==> config.mk <==
export PLATFORM = sky130hd
export DESIGN_NAME = csaAdder8
export DESIGN_NICKNAME = d
export VERILOG_FILES = /design/src/rtl/csa_pkg.sv /design/src/rtl/csaNibbleAdder.sv /design/src/rtl/csaSelectCtrl.sv /design/src/rtl/csaDatapath.sv /design/src/rtl/csaAdder8.sv
export SDC_FILE = /design/constraint.sdc
export NUM_CORES = 1
export LEC_CHECK = 0
export BUFFER_PORTS_ARGS = -buffer_cell sky130_fd_sc_hd__buf_2
export CAP_MARGIN = 20
export CORE_AREA = 2 2 39 41
export DETAILED_ROUTE_END_ITERATION = 10
export DIE_AREA = 0 0 41 43
export GPL_TIMING_DRIVEN = 0
export PLACE_DENSITY = 0.46
export SLEW_MARGIN = 0
export SYNTH_ARGS = -nofsm -noshare
export SYNTH_HDL_FRONTEND = slang
export SYNTH_SLANG_ARGS = --single-unit
export TNS_END_PERCENT = 100
==> constraint.sdc <==
create_clock -name vclk -period 3.7
set_input_delay 0.37 -clock vclk [all_inputs]
set_output_delay 0.37 -clock vclk [all_outputs]
set_load 0.03 [all_outputs]
==> src/rtl/csa_pkg.sv <==
package csa_pkg;
  localparam int CSA_WIDTH = 8;
  localparam int CSA_LOW_W = CSA_WIDTH / 2;
  localparam int CSA_HIGH_W = CSA_WIDTH - CSA_LOW_W;

  // one strobe per output multiplexer: upper sum bits plus the carry-out
  typedef struct packed {
    logic [CSA_HIGH_W-1:0] sumPick;
    logic coutPick;
  } csaStrobes_t;
endpackage

==> src/rtl/csaNibbleAdder.sv <==
module csaNibbleAdder #(
  parameter int W = 4
) (
  input  logic [W-1:0] addA,
  input  logic [W-1:0] addB,
  input  logic         addCin,
  output logic [W-1:0] addSum,
  output logic         addCout
);
  logic [W:0]   chain;
  logic [W-1:0] prop;
  logic [W-1:0] gen;

  assign chain[0] = addCin;

  genvar i;
  generate
    for (i = 0; i < W; i++) begin : g_bit
      assign prop[i]    = addA[i] ^ addB[i];
      assign gen[i]     = addA[i] & addB[i];
      assign addSum[i]  = prop[i] ^ chain[i];
      assign chain[i+1] = gen[i] | (prop[i] & chain[i]);
    end
  endgenerate

  assign addCout = chain[W];

  // bit-level chain must agree with an arithmetic add of the slice
  always_comb begin
    a_r1_nibble_exact: assert ({addCout, addSum} ==
                               ({1'b0, addA} + {1'b0, addB} + {{W{1'b0}}, addCin}))
      else $error("nibble adder mismatch");
  end
endmodule

==> src/rtl/csaSelectCtrl.sv <==
module csaSelectCtrl
  import csa_pkg::*;
(
  input  logic        lowCarry,
  output csaStrobes_t strobes
);
  always_comb begin
    strobes.sumPick  = {CSA_HIGH_W{lowCarry}};
    strobes.coutPick = lowCarry;
  end
endmodule

==> src/rtl/csaDatapath.sv <==
module csaDatapath
  import csa_pkg::*;
(
  input  logic [CSA_WIDTH-1:0]  dpA,
  input  logic [CSA_WIDTH-1:0]  dpB,
  input  logic                  dpCin,
  input  csaStrobes_t           strobes,
  output logic                  lowCarry,
  output logic [CSA_WIDTH-1:0]  dpSum,
  output logic                  dpCout
);
  logic [CSA_LOW_W-1:0]  lowSum;
  logic [CSA_HIGH_W-1:0] hiSum0, hiSum1;
  logic                  hiCout0, hiCout1;

  csaNibbleAdder #(.W(CSA_LOW_W)) uLow (
    .addA(dpA[CSA_LOW_W-1:0]), .addB(dpB[CSA_LOW_W-1:0]), .addCin(dpCin),
    .addSum(lowSum), .addCout(lowCarry)
  );

  csaNibbleAdder #(.W(CSA_HIGH_W)) uHiZero (
    .addA(dpA[CSA_WIDTH-1:CSA_LOW_W]), .addB(dpB[CSA_WIDTH-1:CSA_LOW_W]), .addCin(1'b0),
    .addSum(hiSum0), .addCout(hiCout0)
  );

  csaNibbleAdder #(.W(CSA_HIGH_W)) uHiOne (
    .addA(dpA[CSA_WIDTH-1:CSA_LOW_W]), .addB(dpB[CSA_WIDTH-1:CSA_LOW_W]), .addCin(1'b1),
    .addSum(hiSum1), .addCout(hiCout1)
  );

  assign dpSum[CSA_LOW_W-1:0] = lowSum;

  genvar j;
  generate
    for (j = 0; j < CSA_HIGH_W; j++) begin : g_mux
      assign dpSum[CSA_LOW_W+j] = strobes.sumPick[j] ? hiSum1[j] : hiSum0[j];
    end
  endgenerate

  assign dpCout = strobes.coutPick ? hiCout1 : hiCout0;

  always_comb begin
    // the speculative pair differs by exactly one
    a_r5_pair_offset: assert ({hiCout1, hiSum1} == {hiCout0, hiSum0} + 1'b1)
      else $error("upper candidates not one apart");
    // every pick strobe follows the lower carry
    a_r4_strobe_track: assert (strobes.sumPick == {CSA_HIGH_W{lowCarry}} &&
                               strobes.coutPick == lowCarry)
      else $error("strobe disagrees with lower carry");
    // with lower carry clear, the upper result is the carry-0 candidate
    if (!lowCarry) begin
      a_r4_pick_zero: assert ({dpCout, dpSum[CSA_WIDTH-1:CSA_LOW_W]} == {hiCout0, hiSum0})
        else $error("carry-0 candidate not selected");
    end
  end
endmodule

==> src/rtl/csaAdder8.sv <==
module csaAdder8
  import csa_pkg::*;
(
  input  logic [7:0] opA,
  input  logic [7:0] opB,
  input  logic       carryIn,
  output logic [7:0] sumOut,
  output logic       carryOut
);
  logic        lowCarry;
  csaStrobes_t strobes;

  csaDatapath uDp (
    .dpA(opA), .dpB(opB), .dpCin(carryIn), .strobes(strobes),
    .lowCarry(lowCarry), .dpSum(sumOut), .dpCout(carryOut)
  );

  csaSelectCtrl uCtrl (
    .lowCarry(lowCarry), .strobes(strobes)
  );

  always_comb begin
    // full 9-bit result equals the behavioural add
    a_r2_total: assert ({carryOut, sumOut} == ({1'b0, opA} + {1'b0, opB} + {8'd0, carryIn}))
      else $error("adder result mismatch");
  end
endmodule

### Yosys cells after proc, flatten, opt, wreduce, memory -nomap -nowiden

Cells that the tools add are included.

* bitwise operators: 48
* multiplexer cells: 5

Operators with widths (number)
* $and 1x1->1: 18
* $xor 1x1->1: 18
* $or 1x1->1: 11
* $mux 1: 5
* $not 1->1: 1

* logic and storage cells: 53
* input port bits: 17
* flip-flop bits (word level): 0
* output and inout bits: 9

### Depth between registers and ports, before layout

Gate-level depths: netlist of the first run.

* depth after elaboration: 10
* depth in mapped cells: 12
* depth with buffers taken out: 12

### Hierarchy

From an unflattened synthesis of the first run, not the netlist that was laid out.

* cell total of the unflattened synthesis: 54
* area, all modules: 473.0 um^2

By module, submodules not included
* csaNibbleAdder: times used 3, cells each 14, area each 117.6 um^2, sequential area each 0.0 um^2
* csaDatapath: times used 1, cells each 7, area each 82.6 um^2, sequential area each 0.0 um^2
* csaSelectCtrl: times used 1, cells each 5, area each 37.5 um^2, sequential area each 0.0 um^2

### Worst setup path after synthesis of the first run

OpenSTA, ideal clock, no wires.

* path kind: input to output
* from: input opA[0]
* to: output sumOut[7]
* arrival: 3337 ps
* path buffers: 0
* stages: 12
* data required time: 3330 ps
* setup slack: -7 ps
* cell sequence: inv_1 > fa_1 > inv_1 > fa_1 > fa_1 > fa_1 > mux2i_1 > fa_1 > fa_1 > inv_1 > fa_1 > inv_1

* word-level cells in the longest chain between the ends: 10
* elaborated cells between the ends (all ways): 11
* those cells by class: 1 x mux; 10 x bitwise

Ends and longest elaborated chain
* start, declared: line csaAdder8.sv:4 `input logic [7:0] opA,`
* $xor 1x1->1: line csaNibbleAdder.sv:19 `assign prop[i] = addA[i] ^ addB[i];`
* $and 1x1->1: line csaNibbleAdder.sv:22 `assign chain[i+1] = gen[i] | (prop[i] & chain[i]);`
* $or 1x1->1 (*): line csaNibbleAdder.sv:22
* $and 1x1->1 (*): line csaNibbleAdder.sv:22
* $or 1x1->1 (*): line csaNibbleAdder.sv:22
* $and 1x1->1 (*): line csaNibbleAdder.sv:22
* $or 1x1->1 (*): line csaNibbleAdder.sv:22
* $and 1x1->1 (*): line csaNibbleAdder.sv:22
* $or 1x1->1 (*): line csaNibbleAdder.sv:22
* $mux 1 (*): line csaDatapath.sv:36 `assign dpSum[CSA_LOW_W+j] = strobes.sumPick[j] ? hiSum1[j] : hiSum0[j];`
* end, declared: line csaAdder8.sv:7 `output logic [7:0] sumOut,`

Mark *: on every way between the ends. The rest lies on a longest branch, timed or not.

### Final worst setup path of the first run

Same ends and word-level chain as after synthesis.

==> results by group, run 1 <==
Layout
  • Share of layout cells above drive strength 1: 0.692
  • Number of standard cells in the layout, taps in and fillers out: 68
  • Layout Nets: 80
  • Storage element area: 0 um2
  • Antenna diode count: 0
  • Area growth from synthesis to layout: 80.6%
  • Layout sequential cell count: 0
  • Most common cell after layout, fill and taps aside: buf_2
  • Highest-count cells in the layout ignoring fill and taps: buf_2 (25), inv_1 (11), fa_2 (5)
  • Clock buffer cells: 0

Detailed routing
  • Vias after detailed routing: 246
  • Starting DRC count in detailed routing: 0
  • Detail-routed via count per cell: 3.62
  • Number of nets with antenna violations after detailed routing: 0
  • # DRC: 0
  • Routed wire length per instance: 7.19 um
  • Length of the first detailed-routing pass in iterations: 1
  • Total wire length: 489 um

STA
  • Slew at the pin with the worst max-slew slack: 0.173 ns
  • Worst slew margin: 0.883
  • Period Utilization, post-route: 0.997
  • Maximum clock frequency: 0.271 GHz
  • Final worst hold slack: 1.20 ns
  • Post-layout minimum cycle time: 3.69 ns
  • Crit path setup slack, layout: 0.0127 ns
  • Count of final hold-check violations: 0
  • Total setup violations reported at the end of the flow: 0
  • Pins over their slew limit: 0
  • Setup TNS: 0 ns
  • Unrepaired setup endpoints after global routing: true

Power
  • Worst IR Drop VDD: 0.0572 mV
  • Total power divided by cell area: 238 mW/mm2
  • Leak pwr: 0.000251 uW
  • Psw: 62.9 uW
  • Pint: 37.2 uW
  • Proportion of power drawn by the clock network: 0
  • Switching portion of total power: 0.628
  • Portion of total power attributed to combinational logic: 1.000
  • Seq pwr share: 0

Setup path
  • Worst path required time: 3.33 ns
  • Crit Path Category: in -> out
  • Worst Setup Start Kind: primary input
  • Element type at the critical path end: output port
  • Critical Path Fanout Max: 2
  • Data arrival time of the worst path: 3.32 ns

Floorplan
  • DIE AREA: 0.00176 mm2
  • # IOs: 26
  • Placeable core area: 0.00138 mm2
  • Floorplan die width: 41 um
  • Initial core utilization: 0.168
  • Chip height: 43 um
  • Number of rows created at floorplan: 14

Place
  • Placed wire-length estimate: 479 um
  • Number of I/O port buffers: 26
  • DP Cell Count: 66
  • DP Worst Slack: -0.282 ns
  • Gpl congestion: 0.563

Min path
  • Tightest Hold Check Type: in -> out
  • Startpoint of the lowest-slack hold path: opB[6]
  • Endpoint, Worst Hold: sumOut[6]
  • Number of cells traversed by the worst hold path: 3

Run status
  • Status: completed

Run
  • # Max-Cap Violations: 0

Global route
  • Number of global-route vias before repair: 220
  • Overall overflow remaining after global route: 0
  • Maximum number of pins on one net before global-route repair: 3
  • All-Layer GR Usage: 0.0513
  • Initial antenna violation count: 0
  • First-pass GRT wire length: 676 um

Synthesis
  • Most area-consuming cells after synthesis: fa_1 (60%), inv_1 (21%), ha_1 (11%)
  • Cell taking the most area after synthesis: fa_1
  • Mapped Cells: 24
  • Mean Syn Cell Area: 9.70 um2
  • Netlist area before placement: 233 um2
  • Count of cell types in the netlist: 5
  • Proportion of netlist area held by the largest area contributor: 0.602
  • Share of the yosys chip area belonging to registers: 0
  • Count of synthesis-stage warnings from yosys: 0
  • Synthesized netlist net count: 50

Clocking
  • Post-CTS Hold Fix Bufs: 0
[Yosys cell counts, drive strengths merged]
master	n
ha	2
inv	13
fa	7
xor2	1
mux2i	1
[critical path: stages]
cell and delay [ns]:
buf_2 0.10, inv_1 0.07, fa_1 0.17, inv_1 0.05, fa_2 0.33, fa_2 0.34
fa_2 0.36, mux2i_2 0.17, fa_2 0.34, fa_2 0.34, inv_2 0.06, fa_1 0.42
inv_2 0.07, buf_6 0.12
[how the worst max path moves through the flow]
stage | start | to | slack [ns]
after CTS | opA[0] | sumOut[7] | -0.09
after global placement | opA[0] | sumOut[7] | -0.25
after floorplan | opA[0] | sumOut[7] | 0.05
final | opA[0] | sumOut[7] | 0.01
after global routing | opA[0] | sumOut[7] | -0.12
after detailed placement | opA[0] | sumOut[7] | -0.28
[metal layers]
layer	track usage	vias up	wire length [um]
li1	-	117	-
met5	0	-	0
met4	0	0	0
met3	0.00524	0	71
met1	0.0355	110	151
met2	0.122	19	267
[timing repair]
action,CTS,global route
endpoints found under the hold margin,0,0
buffers inserted,1,1
pin swaps,2,3
endpoints found under the setup margin,1,1
gates resized for setup,6,3
[power groups by stage]
stage / sequential (uW) / clock (uW) / combinational [uW]
finish: 0 / 0 / 100
global route: 0 / 0 / 113
CTS: 0 / 0 / 99.2
detailed placement: 0 / 0 / 92.6
global placement: 0 / 0 / 91.0
floorplan: 0 / 0 / 68.5
[cell families after synthesis]
group	Yosys count	synth area share
buf+inv	13	0.210
xor+xnor	1	0.0376
mux	1	0.0430
fa+ha+maj	9	0.710
[metrics by stage]
stage / cell area (um2) / util / power (uW)
after floorplan: 233 / - / 68.5
after global placement: 383 / 0.277 / 91.0
after detailed placement: 383 / 0.277 / 92.6
after CTS: 407 / 0.294 / 99.2
after global routing: 420 / 0.304 / 113
final: 420 / 0.304 / 100
[area by class of cell]
type / count / area, um2
Fill cell: 157 / 963
Multi-Input combinational cell: 11 / 200
Timing Repair Buffer: 28 / 151
Inverter: 13 / 48.8
Tap cell: 16 / 20.0
Note: power is estimated with default switching activity, not from simulation.
==> run 2: changes to the inputs <==
REMOVE_ABC_BUFFERS = 1   (was not set)
==> results by group, run 2 (synthesized netlist as in run 1, its figures left out) <==
Run status
  • Status: finished with violations
  • Failing checks: negative setup slack

STA
  • Worst slew margin: 0.868 (-0.0151)
  • Crit path setup slack, layout: -0.0237 ns (-0.0363 ns)
  • Count of final hold-check violations: 0 (unchanged)
  • Total setup violations reported at the end of the flow: 1 (+1)
  • Unrepaired setup endpoints after global routing: true
  • Maximum clock frequency: 0.269 GHz (-0.98%)
  • Post-layout minimum cycle time: 3.72 ns (+0.0363 ns)
  • Slew at the pin with the worst max-slew slack: 0.195 ns (+0.0222 ns)
  • Pins over their slew limit: 0 (unchanged)
  • Period Utilization, post-route: 1.01 (+0.00982)
  • Setup TNS: -0.0237 ns (-0.0237 ns)

Floorplan
  • Floorplan die width: 41 um (unchanged)
  • Number of rows created at floorplan: 14 (unchanged)
  • Placeable core area: 0.00138 mm2 (unchanged)
  • Initial core utilization: 0.168 (unchanged)
  • Chip height: 43 um (unchanged)
  • # IOs: 26 (unchanged)
  • DIE AREA: 0.00176 mm2 (unchanged)

Setup path
  • Worst Setup Start Kind: primary input
  • Cell with the most instances on the worst path: fa_2
  • Worst path required time: 3.33 ns (about the same)
  • Cell with the largest stage delay on the worst path: fa_1
  • Data arrival time of the worst path: 3.35 ns (+0.03 ns)
  • Critical Path Fanout Max: 2 (unchanged)
  • Element type at the critical path end: output port
  • Slowest cell delay on critical path: 0.40 ns (-0.02 ns)
  • CP Buf/Inv Count: 6 (unchanged)
  • Family of cells with the greatest summed delay on the critical path: adder cells
  • Sequence of cells on the critical path: buf_6 -> inv_4 -> fa_2 -> inv_2 -> fa_2 -> fa_2 -> fa_2 -> mux2i_2 -> fa_2 -> fa_2 -> inv_2 -> fa_1 -> inv_1 -> buf_6
  • Crit Path Category: in -> out
  • Beginning of the critical path: opA[0]

Layout
  • Number of standard cells in the layout, taps in and fillers out: 68 (unchanged)
  • Antenna diode count: 0 (unchanged)
  • Post-layout util: 0.321 (+0.0172)
  • Area growth from synthesis to layout: 90.9%
  • Final cell area excluding filler cells: 444 um2 (+5.7%)
  • Layout Nets: 80 (unchanged)
  • Layout sequential cell count: 0 (unchanged)
  • Highest-count cells in the layout ignoring fill and taps: buf_2 (22), inv_1 (8), fa_2 (6)
  • Clock buffer cells: 0 (unchanged)
  • Most common cell after layout, fill and taps aside: buf_2
  • Share of layout cells above drive strength 1: 0.769 (+0.0769)
  • Storage element area: 0 um2 (unchanged)

Global route
  • Initial antenna violation count: 0 (unchanged)
  • First-pass GRT wire length: 531 um (-21%)
  • Number of global-route vias before repair: 159 (-28%)
  • All-Layer GR Usage: 0.0402 (-0.0111)
  • Overall overflow remaining after global route: 0 (unchanged)
  • Maximum number of pins on one net before global-route repair: 3 (unchanged)

Place
  • Placed wire-length estimate: 421 um (-12%)
  • Number of I/O port buffers: 26 (unchanged)
  • DP Cell Count: 66 (unchanged)
  • Placement Cell Area: 383 um2 (unchanged)
  • Gpl congestion: 0.584 (+3.7%)
  • DP Worst Slack: -0.251 ns (+0.0305 ns)

Clocking
  • Post-CTS Hold Fix Bufs: 0 (unchanged)

Power
  • Leak pwr: 0.000253 uW (+1.0%)
  • Total power divided by cell area: 229 mW/mm2 (-3.8%)
  • Worst IR Drop VDD: 0.0811 mV (+42%)

Run
  • # Max-Cap Violations: 0 (unchanged)

Min path
  • Startpoint of the lowest-slack hold path: opB[1]
  • Tightest Hold Check Type: in -> out

Detailed routing
  • Number of nets with antenna violations after detailed routing: 0 (unchanged)
  • Routed wire length per instance: 6.32 um (-12%)
  • Starting DRC count in detailed routing: 0 (unchanged)
  • # DRC: 0 (unchanged)
  • Detail-routed via count per cell: 3.53 (-2.4%)
  • Total wire length: 430 um (-12%)
  • Length of the first detailed-routing pass in iterations: 1 (unchanged)
  • Vias after detailed routing: 240 (-2.4%)
[run 2: stage by stage]
stage | hold WS, ns | power [uW]
floorplan | 1.05 | 67.5
global placement | 1.16 | 89.8
detailed placement | 1.16 | 90.7
CTS | 1.17 | 98.7
global route | 1.20 | 113
finish | 1.19 | 102
[run 2: final cells by class]
class / instances / area [um2]
Multi-Input combinational cell: 11 / 203
Tap cell: 16 / 20.0
Timing Repair Buffer: 28 / 170
Fill cell: 154 / 940
Inverter: 13 / 51.3
[run 2: routing by layer]
| layer | global-route usage | part of all wire | up-vias |
|---|---|---|---|
| li1 | - | - | 117 |
| met1 | 0.0484 | 0.34 | 104 |
| met2 | 0.0781 | 0.50 | 19 |
| met3 | 0 | 0.16 | 0 |
| met4 | 0 | 0 | 0 |
| met5 | 0 | 0 | - |
[run 2: path summary, 6_finish.rpt]
| path | to | slack [ns] | cells past startpoint |
|---|---|---|---|
| max | sumOut[7] | -0.02 | 14 |
| min | sumOut[1] | 1.19 | 3 |
[run 2: repair_timing]
item	in CTS	in global routing
setup endpoints to repair	1	1
pin swaps	2	7
buffers inserted	1	1
resized for setup	8	10
[run 2: where the power goes]
part	internal, uW	switching (uW)
clock	0	0
combinational	39.2	62.7
sequential	0	0
[run 2: tightest hold or removal path: cells and delay by family]
kind                     cells  cell delay (ns)
adder cells (fa/ha/maj)      1             0.18
buffers and inverters        2             0.27
